File: src/rtl/dacw_pkg.sv
package dacw_pkg;
  localparam int CODE_W = 8;
  localparam int WORD_W = 16;
  localparam int CHAN_W = 2;
  localparam logic [1:0] OP_WRITE_UPDATE = 2'b01;

  typedef enum logic [0:0] {ST_IDLE = 1'b0, ST_RUN = 1'b1} wr_state_t;

  typedef struct packed {
    logic [CHAN_W-1:0] chan;
    logic [1:0]        op;
    logic [CODE_W-1:0] code;
    logic [3:0]        pad;
  } dac_cmd_t;
endpackage

File: src/rtl/dacw_pack.sv
module dacw_pack
  import dacw_pkg::*;
(
  input  logic [CHAN_W-1:0] chan_i,
  input  logic [CODE_W-1:0] code_i,
  output logic [WORD_W-1:0] word_o
);
  dac_cmd_t cmd;

  always_comb begin
    cmd.chan = chan_i;
    cmd.op   = OP_WRITE_UPDATE;
    cmd.code = code_i;
    cmd.pad  = '0;
    word_o   = cmd;
  end
endmodule

File: src/rtl/dacw_tick.sv
module dacw_tick #(
  parameter int DIV_W = 8
) (
  input  logic             clk,
  input  logic             rst_n,
  input  logic             en_i,
  input  logic [DIV_W-1:0] lim_i,
  output logic             tick_o
);
  logic [DIV_W-1:0] cnt_q, cnt_d;

  always_comb begin
    tick_o = en_i && (cnt_q == lim_i);
    if (!en_i || tick_o) cnt_d = '0;
    else                 cnt_d = cnt_q + 1'b1;
  end

  always_ff @(posedge clk or negedge rst_n) begin
    if (!rst_n) cnt_q <= '0;
    else        cnt_q <= cnt_d;
  end

  // counter never runs past the programmed half period
  assert_tick_bound_R7: assert property (@(posedge clk) disable iff (!rst_n)
    en_i |-> (cnt_q <= lim_i));
endmodule

File: src/rtl/dacw_shreg.sv
module dacw_shreg #(
  parameter int W = 16
) (
  input  logic         clk,
  input  logic         rst_n,
  input  logic         load_i,
  input  logic         shift_i,
  input  logic [W-1:0] din_i,
  output logic         msb_o
);
  logic [W-1:0] sr_q, sr_d;

  always_comb begin
    sr_d = sr_q;
    if (load_i)       sr_d = din_i;
    else if (shift_i) sr_d = {sr_q[W-2:0], 1'b0};
  end

  always_ff @(posedge clk or negedge rst_n) begin
    if (!rst_n) sr_q <= '0;
    else        sr_q <= sr_d;
  end

  assign msb_o = sr_q[W-1];

  // loading and shifting never coincide
  assert_no_load_shift_R8: assert property (@(posedge clk) disable iff (!rst_n)
    !(load_i && shift_i));
endmodule

File: src/rtl/dac_word_writer.sv
module dac_word_writer
  import dacw_pkg::*;
#(
  parameter int DIV_W = 8
) (
  input  logic             clk,
  input  logic             rst_n,
  input  logic             start,
  input  logic [1:0]       chan_sel,
  input  logic [7:0]       code,
  input  logic [DIV_W-1:0] div_half,
  output logic             busy,
  output logic             done,
  output logic             sync_n,
  output logic             sck,
  output logic             mosi
);
  localparam int HALVES = 2 * WORD_W + 1;
  localparam int HP_W   = $clog2(HALVES + 1);
  localparam logic [HP_W-1:0] HP_LAST  = HP_W'(HALVES - 1);
  localparam logic [HP_W-1:0] HP_SHEND = HP_W'(2 * WORD_W);

  wr_state_t        state_q, state_d;
  logic [HP_W-1:0]  hp_q, hp_d, hp_nx;
  logic [DIV_W-1:0] div_q, div_d;
  logic             sck_q, sck_d;
  logic             sync_q, sync_d;
  logic             done_q, done_d;
  logic             load, shift, tick, run;
  logic [WORD_W-1:0] word;

  dacw_pack u_pack (
    .chan_i (chan_sel),
    .code_i (code),
    .word_o (word)
  );

  dacw_tick #(.DIV_W(DIV_W)) u_tick (
    .clk    (clk),
    .rst_n  (rst_n),
    .en_i   (run),
    .lim_i  (div_q),
    .tick_o (tick)
  );

  dacw_shreg #(.W(WORD_W)) u_shreg (
    .clk     (clk),
    .rst_n   (rst_n),
    .load_i  (load),
    .shift_i (shift),
    .din_i   (word),
    .msb_o   (mosi)
  );

  assign run  = (state_q == ST_RUN);
  assign load = start && (state_q == ST_IDLE);
  assign hp_nx = hp_q + 1'b1;

  always_comb begin
    state_d = state_q;
    hp_d    = hp_q;
    div_d   = div_q;
    sck_d   = sck_q;
    sync_d  = sync_q;
    done_d  = 1'b0;
    shift   = 1'b0;
    unique case (state_q)
      ST_IDLE: begin
        sck_d  = 1'b1;
        sync_d = 1'b1;
        if (load) begin
          state_d = ST_RUN;
          hp_d    = '0;
          div_d   = div_half;
          sync_d  = 1'b0;
        end
      end
      ST_RUN: begin
        if (tick) begin
          hp_d = hp_nx;
          if (hp_q == HP_LAST) begin
            state_d = ST_IDLE;
            sync_d  = 1'b1;
            sck_d   = 1'b1;
            done_d  = 1'b1;
          end else if (hp_nx[0]) begin
            sck_d = 1'b0;
          end else begin
            sck_d = 1'b1;
            shift = (hp_nx < HP_SHEND);
          end
        end
      end
      default: state_d = ST_IDLE;
    endcase
  end

  always_ff @(posedge clk or negedge rst_n) begin
    if (!rst_n) begin
      state_q <= ST_IDLE;
      hp_q    <= '0;
      div_q   <= '0;
      sck_q   <= 1'b1;
      sync_q  <= 1'b1;
      done_q  <= 1'b0;
    end else begin
      state_q <= state_d;
      hp_q    <= hp_d;
      div_q   <= div_d;
      sck_q   <= sck_d;
      sync_q  <= sync_d;
      done_q  <= done_d;
    end
  end

  assign busy   = run;
  assign done   = done_q;
  assign sync_n = sync_q;
  assign sck    = sck_q;

  // clock idles high whenever the frame select is released
  assert_sck_idle_high_R1: assert property (@(posedge clk) disable iff (!rst_n)
    sync_n |-> sck);

  // data moves only on a rising serial clock inside a frame
  assert_mosi_on_rise_R6: assert property (@(posedge clk) disable iff (!rst_n)
    (!sync_n && !$past(sync_n) && (mosi != $past(mosi))) |-> (sck && !$past(sck)));

  // done follows the end of a frame, with busy already clear
  assert_done_end_R9: assert property (@(posedge clk) disable iff (!rst_n)
    done |-> (sync_n && !busy && !$past(sync_n)));

  // done lasts one cycle
  assert_done_single_R9: assert property (@(posedge clk) disable iff (!rst_n)
    done |=> !done);

  // a start while busy does not open a new frame
  assert_start_ignored_R8: assert property (@(posedge clk) disable iff (!rst_n)
    (start && busy) |=> !$fell(sync_n));
endmodule

File: config.mk
export PLATFORM = sky130hd
export DESIGN_NAME = dac_word_writer
export DESIGN_NICKNAME = d
export VERILOG_FILES = /design/src/rtl/dacw_pkg.sv /design/src/rtl/dacw_pack.sv /design/src/rtl/dacw_tick.sv /design/src/rtl/dacw_shreg.sv /design/src/rtl/dac_word_writer.sv
export SDC_FILE = /design/constraint.sdc
export NUM_CORES = 1
export LEC_CHECK = 0
export BUFFER_PORTS_ARGS = -buffer_cell sky130_fd_sc_hd__buf_2
export CELL_PAD_IN_SITES_DETAIL_PLACEMENT = 2
export CELL_PAD_IN_SITES_GLOBAL_PLACEMENT = 2
export CORE_ASPECT_RATIO = 1.75
export CORE_MARGIN = 2
export CORE_UTILIZATION = 31
export CTS_CLUSTER_DIAMETER = 120
export DETAILED_ROUTE_END_ITERATION = 7
export PLACE_DENSITY = 0.82
export RECOVER_POWER = 25
export SLEW_MARGIN = 20
export SYNTH_ARGS = -nofsm -noshare
export SYNTH_HDL_FRONTEND = slang
export SYNTH_SLANG_ARGS = --single-unit
File: constraint.sdc
create_clock -name clk -period 1.9 [get_ports clk]
set_clock_uncertainty 0.2 [all_clocks]
set_input_delay 0.38 -clock clk [delete_from_list [all_inputs] [get_ports clk]]
set_output_delay 0.38 -clock clk [all_outputs]
set_load 0.01 [all_outputs]
==> run_results.csv <==
group,metric,value,unit
clock_network,worstSkewPairLatency,0.30,ns
clock_network,clock-sinks,38,
synthesis,yosys_warnings,0,
timing,hold_viol,0,
floorplan,core,5585,um2
placement,place_congestion,0.7552,
global_route,grt_pass1_wl,8.625,mm
global_route,first_global_vias,1862,
hold_path,hp-start,"div_half[0]",
setup_path,path_cells,"xnor2_1 -> nand4_1 -> or3_4 -> mux2_4 -> a21o_1",
drt,drt_first_pass_iters,4,
final_layout,fin_area,2494,um2
synthesis,synth.area.top_cells,"dfrtp_1 50%, nand2_1 10%, xnor2_1 6.8%, nand3_1 5.6%, dfstp_2 2.9%",
drt,drt-total-wl,5.548,mm
global_route,overflow,0,
synthesis,synth_area_leader_cell,"dfrtp_1",
floorplan,die_w,61.51,um
drt,drc_errors,0,
power_and_ir_drop,p_total,0.003437,W
timing,holdWs,0.06491,ns
timing,fmax,0.4911,GHz
outcome,violations,"negative setup slack",
setup_path,cp.buffers_inverters,0,
clock_network,cts-root-buf,"clkbuf_8",
clock_network,tritoncts,"done",
power_and_ir_drop,leakage,1.152,nW
timing,tightest_slew,0.5204,ns
setup_path,timing.critical_path.from,"div_q[7]",
timing,drv_slew,0,
drt,drt-initial-drc-count,47,
global_route,grt_usage,18.50,%
floorplan,ios,26,
timing,finalSetupTns,-0.8966,ns
flow_run,max_cap_violations,0,
clock_network,cts.clk_slew.worst_paths,0.08,ns
floorplan,initial_core_util,32.12,%
floorplan,dieArea,6436,um2
timing,period_needed,2.036,ns
final_layout,nNetsFinal,269,
setup_path,arrival,2.04,ns
setup_path,cp-start-kind,"register",
timing,worst_slack,-0.1363,ns
timing,rsz0062_at_grt,"true",
synthesis,synthDistinctLibCells,28,
drt,wl_per_cell,17.23,um
power_and_ir_drop,ir_worst_vdd,671.8,uV
global_route,grt_max_degree,25,
floorplan,die_y,104.6,um
synthesis,postSynthCellCount,191,
setup_path,cp_slowest_cell,"or3_4",
synthesis,ys_seq_area_share,53.14,%
setup_path,cp-end-kind,"register",
final_layout,nFillCells,637,
drt,vias_per_cell,4.922,
final_layout,antennaDiodeCount,0,
setup_path,critPathRequiredTime,1.90,ns
synthesis,synth_top_area_share,50.21,%
synthesis,ys_seq_elements,38,
setup_path,reg2reg_from,"div_q[7]",
drt,ant_nets,0,
drt,route.vias.total,1585,
setup_path,crit_path_max_fanout,4,
placement,post-dp-hpwl,3.689,mm
timing,period_share,107.2,%
synthesis,syn-num-nets,215,
global_route,antenna_found_initial,0,
clock_network,cts_inserted_buffers,5,
power_and_ir_drop,pwr_density_cell,1378,nW/um2
placement,port_buffers,25,
setup_path,worst-setup-path-type,"register to register",
final_layout,drive_gt1_share,35.37,%
placement,placed_area,2197,um2
timing,relSlewSlack,65.31,%
synthesis,syn_area,1794,um2
floorplan,row_count,36,
synthesis,synth_area_per_cell,9.394,um2
setup_path,cpPeakStageDelay,0.42,ns
final_layout,synthToLayoutAreaGrowth,38.98,%
setup_path,cp_top_family,"simple AND/OR/NAND/NOR gates",
timing,setup_viol,15,
clock_network,cts_buffer_depth,2,
outcome,status,"finished, violations left",
hold_path,hp-class,"input pin to register",
clock_network,cts.htree.levels,2,
-- state kept, by name, summed over array words and instances (netlist names) --
signal / count
u_tick.cnt_q: 8
u_shreg.sr_q: 12
sck: 1
busy: 1
hp_q: 6
sync_n: 1
done: 1
div_q: 8
-- cell usage after synthesis --
cell type  instances
nand3b_1           2
and3_1             3
nor3b_1            1
mux2i_1            3
nand4_2            1
xor2_1             3
nor4_2             1
mux2_1             1
nand2_1           50
o21ai_1            5
or3_1              1
buf_2              3
nor3_1             1
nor4_1             2
nor2_1            13
xnor2_1           14
nand3_1           20
nor2b_1            1
a21o_1             3
o211ai_1           7
a31oi_1            1
ha_1               3
inv_1              5
o21ai_0            1
clkbuf_1           6
dfrtp_1           36
dfstp_2            2
nand4_1            2
-- area by class of cell --
class,instances,area [um2],share of cell area [%]
flip-flops and latches,38,953.4,38.23
clock buffers,5,68.82,2.760
well taps,76,95.09,3.813
inverters,5,18.77,0.7526
repair buffers,56,407.9,16.36
clock inverters,3,40.04,1.606
multi-input cells,139,909.6,36.48
-- per-stage QoR --
| stage | instances | worst slack, ns | util [%] |
|---|---|---|---|
| finish | 322 | -0.1363 | 44.65 |
| global route | 322 | -0.2269 | 44.65 |
| CTS | 319 | -0.1092 | 42.54 |
| detailed placement | 309 | -0.1402 | 39.34 |
| global placement | 309 | -0.07921 | 39.34 |
| floorplan | 191 | 0.001638 | - |
-- worst reg2reg max path: stages (launching register included) --
cell and delay (ns):
dfrtp_1 0.41, xnor2_1 0.21, nand4_1 0.23, or3_4 0.42, mux2_4 0.31, a21o_1 0.16
-- metal layers --
metal / vias to the layer above / global-route usage [%] / part of all wire (%)
met2: 27 / 33.23 / 57
met4: 0 / 9.119 / 3.0
met3: 10 / 4.084 / 2.1
met1: 808 / 18.64 / 38
li1: 740 / - / -
met5: - / 0 / 0
-- placed cells by master, fill, tap and decap left out, types with 5 or more instances in the layout --
cell	synthesis	routed
nand2_1	50	50
dfrtp_1	36	36
buf_2	3	24
buf_4	0	22
xnor2_1	14	12
nor2_1	13	12
nand3_2	0	12
nand3_1	20	8
o211ai_1	7	7
buf_6	0	6
inv_1	5	5
o21ai_1	5	5
clkbuf_8	0	5
-- path summary, 6_finish.rpt --
kind                                  to  slack [ns]  depth (start not counted)
worst max register to register   hp_q[3]       -0.14                          5
worst max-delay path             hp_q[3]       -0.14                          5
max in group asynchronous       div_q[6]        0.63                          3
min in group asynchronous        hp_q[1]        0.37                          2
worst min register to register    sync_n        0.29                          2
worst min-delay path            div_q[0]        0.06                          3
-- cells by family after synthesis --
kind of cell | synth area share (%)
AND/OR/NAND/NOR | 24.83
multiplexers | 2.301
buffers and inverters | 3.138
flip-flops | 53.14
adder cells (fa/ha/maj) | 2.092
XOR/XNOR | 8.299
AO/OA/AOI/OAI | 6.206
-- power breakdown --
group	switching, W	internal, W	total [W]
sequential	0.000280	0.00112	0.00140
clock	0.000311	0.000387	0.000698
combinational	0.000694	0.000643	0.00134
total	0.00129	0.00215	0.00344
-- timing repair --
| item | 4_1_cts | 5_1_grt |
|---|---|---|
| endpoints found under the setup margin | 14 | 20 |
| hold buffers | 1 | 0 |
| gates cloned | 0 | 1 |
| setup buffers | 1 | 3 |
| gates resized for setup | 13 | 19 |
| pin swaps | 6 | 18 |
| endpoints found under the hold margin | 15 | 0 |
No activity file was read; power rests on OpenSTA's default activity.
